--- config.mk ---
export PLATFORM = sky130hd
export DESIGN_NAME = bitring_ctrl
export DESIGN_NICKNAME = d
export VERILOG_FILES = /design/src/rtl/bitring_pkg.sv /design/src/rtl/bitring_hold.sv /design/src/rtl/bitring_pos.sv /design/src/rtl/bitring_seq.sv /design/src/rtl/bitring_ctrl.sv
export SDC_FILE = /design/constraint.sdc
export NUM_CORES = 1
export LEC_CHECK = 0
export CAP_MARGIN = 20
export CORE_MARGIN = 3
export CORE_UTILIZATION = 54
export DETAILED_ROUTE_END_ITERATION = 16
export HOLD_SLACK_MARGIN = 0.12
export PLACE_DENSITY = 0.81
export SLEW_MARGIN = 25
export SYNTH_ARGS = -nofsm -noshare
export SYNTH_HDL_FRONTEND = slang
export SYNTH_SLANG_ARGS = --single-unit
--- constraint.sdc ---
create_clock -name clk -period 2.55 [get_ports clk]
set_clock_uncertainty 0.2 [all_clocks]
set_input_delay 0.51 -clock clk [delete_from_list [all_inputs] [get_ports clk]]
set_output_delay 0.51 -clock clk [all_outputs]
set_load 0.02 [all_outputs]
--- src/rtl/bitring_pkg.sv ---
// Shared types for the sequential bit ring controller.
// Assumes: nothing beyond IEEE 1800-2017 enum support.
package bitring_pkg;

    // Operating mode carried on the mode input
    typedef enum logic [1:0] {
        MD_RECORD   = 2'b00,
        MD_PLAY     = 2'b01,
        MD_DELAY    = 2'b10,
        MD_PLAY_ALT = 2'b11
    } ring_mode_e;

    // Phases of the memory access sequencer
    typedef enum logic [3:0] {
        PH_IDLE,
        PH_RCD,
        PH_READ,
        PH_WRITE,
        PH_PRE,
        PH_ADV,
        PH_CBR_CAS,
        PH_CBR_RAS,
        PH_CBR_PRE
    } ring_phase_e;

    // Row strobe is active in these phases
    function automatic logic phase_ras_low(ring_phase_e p);
        return (p == PH_RCD) || (p == PH_READ) || (p == PH_WRITE) || (p == PH_CBR_RAS);
    endfunction

    // Column strobe is active in these phases
    function automatic logic phase_cas_low(ring_phase_e p);
        return (p == PH_READ) || (p == PH_WRITE) || (p == PH_CBR_CAS) || (p == PH_CBR_RAS);
    endfunction

    // Write enable is active only in the write phase
    function automatic logic phase_we_low(ring_phase_e p);
        return (p == PH_WRITE);
    endfunction

endpackage

--- src/rtl/bitring_hold.sv ---
// Phase duration counter.
// Does: counts down from a loaded value; 'expired' is high once it reaches zero,
//       so a phase entered with load value N-1 lasts N clocks.
// Assumes: load is pulsed on the transition into the timed phase.
module bitring_hold #(
    parameter int CNT_W = 2
) (
    input  logic             clk,
    input  logic             rst_n,
    input  logic             load,
    input  logic [CNT_W-1:0] load_val,
    output logic             expired
);

    logic [CNT_W-1:0] cnt_q;

    // Load on phase entry, otherwise count down to zero and stay there
    always_ff @(posedge clk) begin
        if (!rst_n) begin
            cnt_q <= '0;
        end else if (load) begin
            cnt_q <= load_val;
        end else if (cnt_q != '0) begin
            cnt_q <= cnt_q - CNT_W'(1);
        end
    end

    assign expired = (cnt_q == '0);

endmodule

--- src/rtl/bitring_pos.sv ---
// Ring position tracker.
// Does: holds the column counter driven to the memory and a shadow of the
//       memory's internal refresh row counter; decides after each access
//       how many refresh-counter steps must follow (one on column wrap,
//       enough to reach row zero at the ring limit).
// Assumes: the memory's row counter is zero when reset is released; step and
//          cbr_done are never high in the same cycle.
module bitring_pos #(
    parameter int COL_W       = 9,
    parameter int ROW_W       = 8,
    parameter int REFRESH_MAX = 4_000_000
) (
    input  logic                   clk,
    input  logic                   rst_n,
    input  logic                   step,
    input  logic                   cbr_done,
    input  logic [ROW_W+COL_W-1:0] ring_last,
    output logic [COL_W-1:0]       col,
    output logic                   cbr_req
);

    localparam int POS_W = ROW_W + COL_W;
    localparam int RW    = $clog2(REFRESH_MAX + 2);

    logic [COL_W-1:0] col_q;
    logic [ROW_W-1:0] row_q;
    logic [ROW_W-1:0] cbr_left_q;
    logic             at_limit;
    logic             col_top;
    logic [POS_W-1:0] pos_now;

    assign pos_now  = {row_q, col_q};
    assign at_limit = (pos_now == ring_last);
    assign col_top  = &col_q;

    // Advance the column after each access and track pending row steps
    always_ff @(posedge clk) begin
        if (!rst_n) begin
            col_q      <= '0;
            row_q      <= '0;
            cbr_left_q <= '0;
        end else if (step) begin
            if (at_limit) begin
                col_q      <= '0;
                cbr_left_q <= ROW_W'(0) - row_q;
            end else if (col_top) begin
                col_q      <= '0;
                cbr_left_q <= ROW_W'(1);
            end else begin
                col_q <= col_q + COL_W'(1);
            end
        end else if (cbr_done) begin
            row_q      <= row_q + ROW_W'(1);
            cbr_left_q <= cbr_left_q - ROW_W'(1);
        end
    end

    assign col     = col_q;
    assign cbr_req = (cbr_left_q != '0);

    // Checker state: clocks since the ring last started at position zero
    logic [RW-1:0] since_q;
    always_ff @(posedge clk) begin
        if (!rst_n) begin
            since_q <= '0;
        end else if (step && (pos_now == '0)) begin
            since_q <= '0;
        end else if (since_q <= RW'(REFRESH_MAX)) begin
            since_q <= since_q + RW'(1);
        end
    end

    // an ordinary access moves the column on by exactly one
    a_r6_col_step: assert property (@(posedge clk) disable iff (!rst_n)
        (step && !at_limit && !col_top) |=> (col_q == $past(col_q) + COL_W'(1)));

    // a column wrap inside the ring queues exactly one row step
    a_r7_wrap_one_cbr: assert property (@(posedge clk) disable iff (!rst_n)
        (step && col_top && !at_limit) |=> (col_q == '0 && cbr_left_q == ROW_W'(1)));

    // at the ring limit the column clears and the row is driven home
    a_r8_limit_clear: assert property (@(posedge clk) disable iff (!rst_n)
        (step && at_limit) |=> (col_q == '0 && cbr_left_q == ROW_W'(0) - $past(row_q)));

    // every pass (which sweeps all rows) restarts within the refresh bound
    a_r8_refresh_interval: assert property (@(posedge clk) disable iff (!rst_n)
        since_q <= RW'(REFRESH_MAX));

endmodule

--- src/rtl/bitring_seq.sv ---
// Memory access sequencer.
// Does: accepts a strobe when idle, runs RAS -> CAS read and/or write ->
//       precharge, then as many CAS-before-RAS cycles as the position
//       tracker requests; drives registered strobes decoded from next phase.
// Assumes: T_RCD, T_CAS, T_RP are at least 1; memory read data is valid
//          before the last clock of the read phase.
module bitring_seq
    import bitring_pkg::*;
#(
    parameter int T_RCD = 2,
    parameter int T_CAS = 2,
    parameter int T_RP  = 2
) (
    input  logic       clk,
    input  logic       rst_n,
    input  logic       smp_stb,
    input  logic       bit_in,
    input  logic [1:0] mode,
    input  logic       cbr_req,
    input  logic       dram_q,
    output logic       step,
    output logic       cbr_done,
    output logic       busy,
    output logic       bit_out,
    output logic       ras_n,
    output logic       cas_n,
    output logic       we_n,
    output logic       wr_bit
);

    localparam int T_MAX0 = (T_RCD > T_CAS) ? T_RCD : T_CAS;
    localparam int T_MAX  = (T_MAX0 > T_RP) ? T_MAX0 : T_RP;
    localparam int HOLD_W = (T_MAX > 1) ? $clog2(T_MAX) : 1;

    ring_phase_e      state_q, state_d;
    ring_mode_e       mode_lat;
    logic             bit_lat;
    logic             bit_out_q;
    logic             ras_n_q, cas_n_q, we_n_q;
    logic             hold_load;
    logic [HOLD_W-1:0] hold_val;
    logic             hold_done;
    logic             accept;
    logic             capture;

    bitring_hold #(.CNT_W(HOLD_W)) u_hold (
        .clk      (clk),
        .rst_n    (rst_n),
        .load     (hold_load),
        .load_val (hold_val),
        .expired  (hold_done)
    );

    // Next-phase selection and phase timer loading
    always_comb begin
        state_d   = state_q;
        hold_load = 1'b0;
        hold_val  = '0;
        step      = 1'b0;
        cbr_done  = 1'b0;
        capture   = 1'b0;
        accept    = 1'b0;
        unique case (state_q)
            PH_IDLE: begin
                if (smp_stb) begin
                    accept    = 1'b1;
                    state_d   = PH_RCD;
                    hold_load = 1'b1;
                    hold_val  = HOLD_W'(T_RCD - 1);
                end
            end
            PH_RCD: begin
                if (hold_done) begin
                    state_d   = (mode_lat == MD_RECORD) ? PH_WRITE : PH_READ;
                    hold_load = 1'b1;
                    hold_val  = HOLD_W'(T_CAS - 1);
                end
            end
            PH_READ: begin
                if (hold_done) begin
                    capture   = 1'b1;
                    hold_load = 1'b1;
                    if (mode_lat == MD_DELAY) begin
                        state_d  = PH_WRITE;
                        hold_val = HOLD_W'(T_CAS - 1);
                    end else begin
                        state_d  = PH_PRE;
                        hold_val = HOLD_W'(T_RP - 1);
                    end
                end
            end
            PH_WRITE: begin
                if (hold_done) begin
                    state_d   = PH_PRE;
                    hold_load = 1'b1;
                    hold_val  = HOLD_W'(T_RP - 1);
                end
            end
            PH_PRE: begin
                if (hold_done) begin
                    step    = 1'b1;
                    state_d = PH_ADV;
                end
            end
            PH_ADV: begin
                if (cbr_req) begin
                    state_d   = PH_CBR_CAS;
                    hold_load = 1'b1;
                    hold_val  = HOLD_W'(T_RCD - 1);
                end else begin
                    state_d = PH_IDLE;
                end
            end
            PH_CBR_CAS: begin
                if (hold_done) begin
                    state_d   = PH_CBR_RAS;
                    hold_load = 1'b1;
                    hold_val  = HOLD_W'(T_CAS - 1);
                end
            end
            PH_CBR_RAS: begin
                if (hold_done) begin
                    cbr_done  = 1'b1;
                    state_d   = PH_CBR_PRE;
                    hold_load = 1'b1;
                    hold_val  = HOLD_W'(T_RP - 1);
                end
            end
            PH_CBR_PRE: begin
                if (hold_done) begin
                    state_d = PH_ADV;
                end
            end
            default: state_d = PH_IDLE;
        endcase
    end

    // Phase register
    always_ff @(posedge clk) begin
        if (!rst_n) state_q <= PH_IDLE;
        else        state_q <= state_d;
    end

    // Latch mode and data for the duration of one access
    always_ff @(posedge clk) begin
        if (!rst_n) begin
            mode_lat <= MD_RECORD;
            bit_lat  <= 1'b0;
        end else if (accept) begin
            mode_lat <= ring_mode_e'(mode);
            bit_lat  <= bit_in;
        end
    end

    // Capture the memory's read data at the end of the read phase
    always_ff @(posedge clk) begin
        if (!rst_n)       bit_out_q <= 1'b0;
        else if (capture) bit_out_q <= dram_q;
    end

    // Registered strobes decoded from the phase being entered
    always_ff @(posedge clk) begin
        if (!rst_n) begin
            ras_n_q <= 1'b1;
            cas_n_q <= 1'b1;
            we_n_q  <= 1'b1;
        end else begin
            ras_n_q <= !phase_ras_low(state_d);
            cas_n_q <= !phase_cas_low(state_d);
            we_n_q  <= !phase_we_low(state_d);
        end
    end

    assign busy    = (state_q != PH_IDLE);
    assign bit_out = bit_out_q;
    assign ras_n   = ras_n_q;
    assign cas_n   = cas_n_q;
    assign we_n    = we_n_q;
    assign wr_bit  = bit_lat;

    // a strobe during an access leaves the latched request untouched
    a_r9_busy_ignores_stb: assert property (@(posedge clk) disable iff (!rst_n)
        (busy && smp_stb) |=> ($stable(mode_lat) && $stable(bit_lat)));

    // in a data access CAS falls only after RAS has already been low
    a_r5_cas_after_ras: assert property (@(posedge clk) disable iff (!rst_n)
        ($fell(cas_n_q) && !ras_n_q) |-> $past(!ras_n_q));

    // write enable only inside an open row and column
    a_r5_we_needs_both: assert property (@(posedge clk) disable iff (!rst_n)
        !we_n_q |-> (!ras_n_q && !cas_n_q));

    // in delay mode the write phase follows the read phase directly
    a_r5_write_after_read: assert property (@(posedge clk) disable iff (!rst_n)
        ($fell(we_n_q) && mode_lat == MD_DELAY) |-> $past(!cas_n_q && we_n_q));

endmodule

--- src/rtl/bitring_ctrl.sv ---
// Sequential bit ring controller on a one-bit-wide DRAM (top level).
// Does: one record, play or delay access per sample strobe, column from its
//       own counter, row from the memory's refresh counter stepped by
//       CAS-before-RAS cycles.
// Assumes: memory row counter is zero at reset release; ring_last is static;
//          strobes are spaced beyond the worst busy time.
module bitring_ctrl #(
    parameter int COL_W       = 9,
    parameter int ROW_W       = 8,
    parameter int T_RCD       = 2,
    parameter int T_CAS       = 2,
    parameter int T_RP        = 2,
    parameter int REFRESH_MAX = 4_000_000
) (
    input  logic                   clk,
    input  logic                   rst_n,
    input  logic                   smp_stb,
    input  logic                   bit_in,
    input  logic [1:0]             mode,
    input  logic [ROW_W+COL_W-1:0] ring_last,
    output logic                   busy,
    output logic                   bit_out,
    output logic                   dram_ras_n,
    output logic                   dram_cas_n,
    output logic                   dram_we_n,
    output logic [COL_W-1:0]       dram_addr,
    output logic                   dram_d,
    input  logic                   dram_q
);

    logic step;
    logic cbr_done;
    logic cbr_req;

    bitring_pos #(
        .COL_W       (COL_W),
        .ROW_W       (ROW_W),
        .REFRESH_MAX (REFRESH_MAX)
    ) u_pos (
        .clk       (clk),
        .rst_n     (rst_n),
        .step      (step),
        .cbr_done  (cbr_done),
        .ring_last (ring_last),
        .col       (dram_addr),
        .cbr_req   (cbr_req)
    );

    bitring_seq #(
        .T_RCD (T_RCD),
        .T_CAS (T_CAS),
        .T_RP  (T_RP)
    ) u_seq (
        .clk      (clk),
        .rst_n    (rst_n),
        .smp_stb  (smp_stb),
        .bit_in   (bit_in),
        .mode     (mode),
        .cbr_req  (cbr_req),
        .dram_q   (dram_q),
        .step     (step),
        .cbr_done (cbr_done),
        .busy     (busy),
        .bit_out  (bit_out),
        .ras_n    (dram_ras_n),
        .cas_n    (dram_cas_n),
        .we_n     (dram_we_n),
        .wr_bit   (dram_d)
    );

endmodule

---- After elaboration in Yosys (flattened, before gate mapping) ----
Cells that the tools add are included.
word-level totals
  flip-flop bits (word level) ............. 37
  input bits .............................. 24
  output and inout port bits .............. 15
  logic and storage cells ................. 79
cells by class
  $add $sub $neg .......................... 5
  eq/ne operators ......................... 16
  muxes and demuxes ....................... 27
  bitwise operators ....................... 1
  reduce and logical (&&, ||, !) cells .... 19
operators by type and width
  cell                 number
  $mux 8               4
  $pmux 4 s8           1
  $mux 4               7
  $eq 4x3->1 const B   6
  $mux 9               2
  $eq 17x17->1         1
  $eq 4x2->1 const B   4
  $mux 1               10
  $add 9x1->9 const B  1
  $reduce_and 9->1     1
  $add 8x1->8 const B  1
  $eq 4x1->1 const B   2
  $reduce_bool 8->1    1
  $sub 1x8->8 const A  1
  $sub 8x1->8 const B  1
  $logic_or 1x1->1     6
  $mux 3               2
  $reduce_or 5->1      1
  $eq 4x4->1 const B   1
  $logic_not 4->1      1
  $reduce_and 2->1     2
  $reduce_bool 4->1    1
  $logic_not 1->1      3
  $ne 3x1->1 const B   1
  other kinds (7)      7

---- Longest topological paths before layout ----
Gate-level depths: netlist of run 1.
  depth in word-level cells ............... 9
  mapped depth ............................ 11
  gate-level depth less buffers ........... 9

---- By module ----
From an unflattened synthesis of run 1, not the netlist that was laid out.
second synthesis, totals
  cell total of the unflattened synthesis .. 287
  area total of the unflattened synthesis .. 2381.0 µm²
modules (own cells, without submodules)
  module        times used  cells an instance  area each (µm²)  sequential area each (µm²)
  bitring_pos   1           209                1695.4           500.5
  bitring_seq   1           75                 655.6            220.2
  bitring_hold  1           3                  30.0             20.0

---- Worst setup path before layout of run 1 ----
Ideal clock, no wire load.
  path type ............................... register to register
  start ................................... register u_pos.col_q[2], in the netlist u_pos.col[2]
  end ..................................... register u_pos.cbr_left_q[5]
  data arrival time ....................... 2.153 ns
  slack ................................... 0.064 ns
  cell stages (with the launch flop) ...... 11
  period minus slack after synthesis ...... 2.486 ns
  cell sequence ........................... dfxtp_1 clkbuf_1 and4_1 nand2_1 nor2_1 ha_1 nor3b_1 o21ai_0 buf_12 a221oi_1 a211oi_2
between the ends
  longest elaborated chain between the ends .. 3
  elaborated cells between the ends (all ways) .. 6
  those cells by class .................... 2 x eq/ne; 2 x mux; 2 x reduce/logical
RTL lines
  item                                                         RTL line                              text
  start, declared                                              bitring_pos.sv:25                     logic [COL_W-1:0] col_q;
  start signal, assigned                                       bitring_pos.sv:50                     col_q <= col_q + COL_W'(1);
  $eq 17x17->1 or $reduce_and 9->1 (tied branches)             bitring_pos.sv:33, bitring_pos.sv:34
  $ne 3x1->1 (no source line) or $mux 8 (tied branches)        n/a
  $reduce_and 2->1 (no source line) or $mux 8 (tied branches)  n/a
  end signal, assigned                                         bitring_pos.sv:45                     cbr_left_q <= ROW_W'(0) - row_q;
  end signal, assigned                                         bitring_pos.sv:54                     cbr_left_q <= cbr_left_q - ROW_W'(1);
  end, declared                                                bitring_pos.sv:27                     logic [ROW_W-1:0] cbr_left_q;
Several ways; a longest one is shown, not always the timed one.
A chain may end at the register's enable or synchronous reset.

---- Final worst setup path of run 1 ----
  start ................................... register u_seq.state_q[1]
  end ..................................... output port busy
between the ends
  longest elaborated chain between the ends .. 1
RTL lines
  item                    RTL line            text
  start, declared         bitring_seq.sv:35   ring_phase_e state_q, state_d;
  start signal, assigned  bitring_seq.sv:141  else state_q <= state_d;
  $reduce_bool 4->1       bitring_seq.sv:174  assign busy = (state_q != PH_IDLE);
  end, declared           bitring_ctrl.sv:21  output logic busy,
No other way between the ends.

==> metrics.md, run 1 <==
| Metric | Value |
|---|---|
| Antenna violations before repair | `0` |
| CTS Root Cell | `clkbuf_8` |
| Synth area leaders | `dfxtp_1 (31%), xnor2_1 (8.8%), xor2_1 (5.9%), nor2_1 (5.5%), ha_1 (3.1%)` |
| Pleak | `0.00113 uW` |
| TritonCTS clock tree | `built` |
| Total CTS buffers | `5` |
| Pwr dens | `509 mW/mm2` |
| DIE WIDTH | `72.6 um` |
| Area delta synth->final | `21.5%` |
| Final worst path period need | `~2400 ps` |
| Metal-1 WL | `2.63 mm` |
| Design area | `around 0.0029 mm2` |
| Critical setup path kind | `reg2out` |
| Cells after Synth | `279` |
| Ant diodes | `0` |
| Share of layout cells above drive strength 1 | `10.7%` |
| CTS Buffer Depth | `2` |
| RSZ-0062 raised after global routing | `false` |
| Post-synth ARST share | `0%` |
| Worst R2R Setup Slack | `250 ps` |
| Worst-case vdd ir drop | `0.000513 V` |
| Final setup fails | `0` |
| Setup WS pre-CTS | `100 ps` |
| Total GRT Usage | `22.3%` |
| Syn_nets | `309` |
| Worst endpoint data arrival time | `1690 ps` |
| Final slew viol count | `0` |
| Placed Area | `0.00278 mm2` |
| Max Clk Rate | `417 MHz` |
| CP endpoint kind | `primary output` |
| Outcome | `complete, no violations` |
| Max layer used | `met4` |
| Critical path launch point type | `flop` |
| Clock input transition at the sequential cells of the worst setup and hold paths | `~70 ps` |
| Die area | `0.00527 mm2` |
| Worst setup margin | `149 ps` |
| Final net count | `between 300 and 400` |
| First-pass GRT wire length | `9.56 mm` |
| Antenna Nets Post-Route | `0` |
| Setup_tns | `0 ps` |
| CP Max Fanout | `13` |
| Commonest cells after routing, fill and taps aside | `clkdlybuf4s50_1 (38), dfxtp_1 (37), nor2_1 (34)` |
| Met2 Wirelength | `between 2 and 3 mm` |
| Worst Hold Class | `reg2reg` |
| Met3 WL | `312 um` |
| Register area share after synthesis | `30.9%` |
| Vias/cell | `5.81` |
| YS warnings | `0` |
| Largest net degree at the start of global routing | `26` |
| Setup bufs post-CTS | `0` |
| Cells after DPL | `359` |
| Main synth FF type | `dfxtp_1` |
| Wirelength per Cell | `15.0 um` |
| Routability-driven placement congestion ratio | `0.866` |
| Yosys cell types | `54` |
| Die height | `72.6 um` |
| Fillers | `approximately 340` |
| Routed vias | `2,132` |
| Worst setup path startpoint | `u_seq.state_q[1]$_SDFF_PN0_` |
| Remaining DRCs | `0` |
| # H-tree levels | `2` |
| Worst-Margin Slew | `448 ps` |
| Drt total wl | `~5.5 mm` |
| Hpwl dp | `3.95 mm` |
| Clock tree sinks | `37` |
| I/O pin count | `39` |
| Post-synth top area cell | `dfxtp_1` |
| Syn Std Cell Area | `0.00239 mm2` |
| Crit Reg-Reg Startpoint | `u_pos.col[5]$_SDFFE_PN0P_` |
| Post-Syn Area per Cell | `~8.6 um2` |
| Initial detailed-routing violation count | `141` |
| CP required | `1840 ps` |
| TritonRoute pass-1 iters | `4` |
| Number of synthesized flops with an enable pin | `0` |
| Final period util | `94.1%` |
| Num rows | `23` |
| IO Port Bufs | `38` |
| Final hold violation count | `0` |
| Relative slew slack | `69.8%` |
| Clock latency on the worst-skew pair | `290 ps` |
| Max-cap viol count | `0` |
| Worst hold start | `u_seq.wr_bit$_SDFFE_PN0P_` |
| Synth Register Bits | `37` |
| Yosys top cell area share | `30.9%` |
| Commonest non-fill, non-tap cell in the layout | `clkdlybuf4s50_1` |
| Non-filler cells, final | `367` |
| Initial Utilization | `about 58%` |
| Core ar. | `0.00414 mm2` |
| Global route overflow | `0` |
| Vias in the first global route | `slightly above 2,000` |
## where the power goes
part | switching, uW | internal, uW
Clock | 211 | 318
Sequential | 34.5 | 607
Combinational | 155 | 154
Total | 401 | 1080
## flip-flops by register name, summed over array words and instances (netlist names)
signal,flops
u_seq.state_q,4
u_seq.we_n,1
u_seq.cas_n,1
u_seq.u_hold.cnt_q,1
u_pos.col,9
u_seq.wr_bit,1
u_seq.ras_n,1
u_seq.bit_out,1
u_pos.row_q,8
u_pos.cbr_left_q,8
u_seq.mode_lat,2
## repair_timing
action / CTS / global route
hold buffers: 0 / 0
gates resized for setup: 0 / 2
endpoints found under the setup margin: 0 / 3
hold endpoints to repair: 0 / 0
## cell type report
type / count / area, um2 / area share [%]
Multi-Input combinational cell: 214 / 1490 / 51.2
Sequential cell: 37 / 741 / 25.5
Timing Repair Buffer: 49 / 463 / 15.9
Clock buffer: 6 / 82.6 / 2.84
Tap cell: 50 / 62.6 / 2.15
Clock inverter: 2 / 37.5 / 1.29
Inverter: 9 / 33.8 / 1.16
## synth_stat cells (3+ instances only)
master	n
and3_1	5
or3_1	4
buf_2	6
a32oi_1	5
nor3_1	7
dfxtp_1	37
buf_6	5
nor2_1	35
ha_1	6
nand2_1	17
a21oi_1	12
a211oi_2	3
and4_1	3
clkbuf_1	6
xor2_1	16
nand3_1	5
a21o_1	8
o21ai_0	6
inv_1	7
xnor2_1	24
mux2i_1	7
nor4_1	3
nand4_1	7
nor3b_1	5
and2_1	4
## metrics by stage
step / hold slack, ps / utilization, % / total power (uW)
after floorplan: 294 / - / 853
after global placement: 275 / 67.1 / 954
after detailed placement: 290 / 67.1 / 959
after CTS: 303 / 70.0 / 1490
after global routing: 348 / 70.2 / 1560
final: 295 / 70.2 / 1480
## logic make-up after synthesis
group           Yosys count  share of synthesized area (%)
compound gates           52                           16.3
xor+xnor                 40                           14.6
fa+ha+maj                 6                           3.14
buf+inv                  28                           7.11
flops                    37                           30.9
mux                       7                           2.93
simple gates            109                           25.0
## worst max-delay path, stage by stage, from the launching register on
cell,delay [ps]
dfxtp_1,560
nor2_2,160
nand2_1,90
clkdlybuf4s50_1,600
## final timing paths
check / end / cells after the start
max: busy / 3
min: u_seq.wr_bit$_SDFFE_PN0P_ / 2
max reg2reg: u_pos.cbr_left_q[4]$_SDFFE_PN0P_ / 10
min reg2reg: u_seq.wr_bit$_SDFFE_PN0P_ / 2
## layer usage
| layer | up-vias | global-route usage (%) |
|---|---|---|
| met3 | 7 | 4.13 |
| met5 | - | 0 |
| met2 | 69 | 34.8 |
| met1 | 995 | 31.7 |
| met4 | 0 | 5.74 |
| li1 | 1061 | - |
(Power assumes the default switching activity.)
==> run 2, diff against run 1 <==
--- a/config.mk
+++ b/config.mk
@@ -5,12 +5,11 @@
 export SDC_FILE = /design/constraint.sdc
 export NUM_CORES = 1
 export LEC_CHECK = 0
-export CAP_MARGIN = 20
 export CORE_MARGIN = 3
 export CORE_UTILIZATION = 54
 export DETAILED_ROUTE_END_ITERATION = 16
 export HOLD_SLACK_MARGIN = 0.12
-export PLACE_DENSITY = 0.81
+export PLACE_DENSITY_LB_ADDON = 0.12
 export SLEW_MARGIN = 25
 export SYNTH_ARGS = -nofsm -noshare
 export SYNTH_HDL_FRONTEND = slang
==> metrics.md, run 2 (synthesized netlist as in run 1, its figures left out) <==
| Metric | Value |
|---|---|
| Switching portion of total power | `28.2% (+1.1 points)` |
| IO Port Bufs | `38 (unchanged)` |
| Flip-flop count of the largest register after layout | `9 (unchanged)` |
| Remaining DRCs | `0 (unchanged)` |
| I/O pin count | `39 (unchanged)` |
| CTS Hold Buffers Added | `0 (unchanged)` |
| Num rows | `23 (unchanged)` |
| Hold Worst Slack | `300 ps (+5.12 ps)` |
| Worst-case vdd ir drop | `0.000316 V (-38%)` |
| Routability-driven placement congestion ratio | `0.825 (-4.7%)` |
| Worst setup path startpoint | `u_seq.state_q[3]$_SDFF_PN0_` |
| CTS Root Cell | `clkbuf_8` |
| Worst setup margin | `189 ps (+39.6 ps)` |
| P_int | `1010 uW (-6.6%)` |
| Drt total wl | `5.51 mm (about the same)` |
| CP required | `1840 ps (about the same)` |
| Max Clk Rate | `424 MHz (+1.7%)` |
| PostCTS Resize Cnt | `0 (unchanged)` |
| Pleak | `0.00114 uW (+0.66%)` |
| Commonest non-fill, non-tap cell in the layout | `clkdlybuf4s50_1` |
| Hpwl dp | `3.98 mm (+0.61%)` |
| Clock latency on the worst-skew pair | `290 ps (about the same)` |
| Setup WS pre-CTS | `92.0 ps (-8.15 ps)` |
| Die area | `0.00527 mm2 (unchanged)` |
| Placed Area | `0.00282 mm2 (+1.2%)` |
| Final worst path period need | `2360 ps (-39.6 ps)` |
| Routed vias | `2,089 (-2.0%)` |
| Initial detailed-routing violation count | `133 (-5.7%)` |
| CP Max Fanout | `12 (-1)` |
| Global route overflow | `0 (unchanged)` |
| Net switching power | `396 uW (-1.1%)` |
| Total CTS buffers | `5 (unchanged)` |
| First-pass GRT wire length | `9.46 mm (-1.1%)` |
| TritonRoute pass-1 iters | `4 (unchanged)` |
| Clock input transition at the sequential cells of the worst setup and hold paths | `70 ps (about the same)` |
| Vias in the first global route | `2,021 (-0.64%)` |
| Final setup fails | `0 (unchanged)` |
| Relative slew slack | `69.7% (-0.16 points)` |
| Setup_tns | `0 ps (unchanged)` |
| Worst endpoint data arrival time | `1650 ps (-40 ps)` |
| Area delta synth->final | `22.1%` |
| Worst-Margin Slew | `455 ps (+6.53 ps)` |
| Final net count | `347 (+0.29%)` |
| Wirelength per Cell | `15.0 um (-0.36%)` |
| TritonCTS clock tree | `built` |
| Clock power frac | `32.3% (-3.5 points)` |
| Total GRT Usage | `22.7% (+0.34 points)` |
| Crit Reg-Reg Startpoint | `u_pos.col[5]$_SDFFE_PN0P_` |
| Vias/cell | `5.68 (-2.3%)` |
| Die height | `72.6 um (unchanged)` |
| Antenna violations before repair | `0 (unchanged)` |
| Initial Utilization | `57.8% (unchanged)` |
| Comb pwr share | `21.9% (+1.0 points)` |
| Final hold violation count | `0 (unchanged)` |
| DIE WIDTH | `72.6 um (unchanged)` |
| Critical setup path kind | `reg2out` |
| CTS Buffer Depth | `2 (unchanged)` |
| Core ar. | `0.00414 mm2 (unchanged)` |
| Final period util | `92.6% (-1.6 points)` |
| Share of layout cells above drive strength 1 | `11.0% (+0.28 points)` |
| Worst hold start | `u_seq.wr_bit$_SDFFE_PN0P_` |
| Design area | `0.00292 mm2 (+0.47%)` |
| Ant diodes | `0 (unchanged)` |
| Max-cap viol count | `0 (unchanged)` |
| Largest net degree at the start of global routing | `26 (unchanged)` |
| Setup bufs post-CTS | `0 (unchanged)` |
| Outcome | `complete, no violations` |
| Commonest cells after routing, fill and taps aside | `clkdlybuf4s50_1 (38), dfxtp_1 (37), nor2_1 (34)` |
| CP endpoint kind | `primary output` |
| Pwr dens | `481 mW/mm2 (-5.5%)` |
| Antenna Nets Post-Route | `0 (unchanged)` |
| Fillers | `335 (-2.6%)` |
| Final slew viol count | `0 (unchanged)` |
| Seq pwr share | `45.8% (+2.5 points)` |
| Critical path launch point type | `flop` |
| Clock tree sinks | `37 (unchanged)` |
| # H-tree levels | `2 (unchanged)` |
| Worst Hold Class | `reg2reg` |
## run 2: cell count changes in the layout (fill, tap and decap cells not counted), sizes merged
cell      before  now
clkinv         1    2
clkbuf         6    7
bufinv         1    0
clkinvlp       1    0
buf           11   12
## run 2: power groups by stage
stage	sequential, uW	combinational (uW)	clock, uW
floorplan	653	201	0
global placement	654	305	0
detailed placement	655	308	0
CTS	641	309	464
global route	648	346	485
finish	643	308	453
## run 2: metal layers
layer	vias to the layer above	GRT usage (%)	wire length, um
met5	-	0	0
met4	0	6.15	68
met3	5	4.68	309
met2	52	37.7	2600
met1	976	29.8	2540
li1	1056	-	-
## run 2: final cells by class
class	count	area (um2)	share of cell area, %
clock inverters	1	5.00	0.171
inverters	9	33.8	1.16
clock buffers	7	96.3	3.30
flip-flops and latches	37	741	25.4
repair buffers	50	495	17.0
multi-input cells	214	1490	50.9
well taps	50	62.6	2.14
## run 2: final timing paths
| path | end | depth (start not counted) | slack [ps] |
|---|---|---|---|
| min | u_seq.wr_bit$_SDFFE_PN0P_ | 2 | 300 |
| max | busy | 3 | 190 |
| min reg2reg | u_seq.wr_bit$_SDFFE_PN0P_ | 2 | 300 |
| max reg2reg | u_pos.cbr_left_q[4]$_SDFFE_PN0P_ | 10 | 190 |
## run 2: worst max-delay path: stages (launching register included)
cell             delay [ps]
dfxtp_1                 580
nor2_1                  100
nand2_1                  80
clkdlybuf4s50_1         600
## run 2: metrics by stage
stage | utilization (%) | std cells | total power [uW]
final | 70.5 | 368 | 1400
after global routing | 70.5 | 368 | 1480
after CTS | 70.4 | 368 | 1410
after detailed placement | 67.9 | 360 | 963
after global placement | 67.9 | 360 | 959
after floorplan | - | 279 | 853
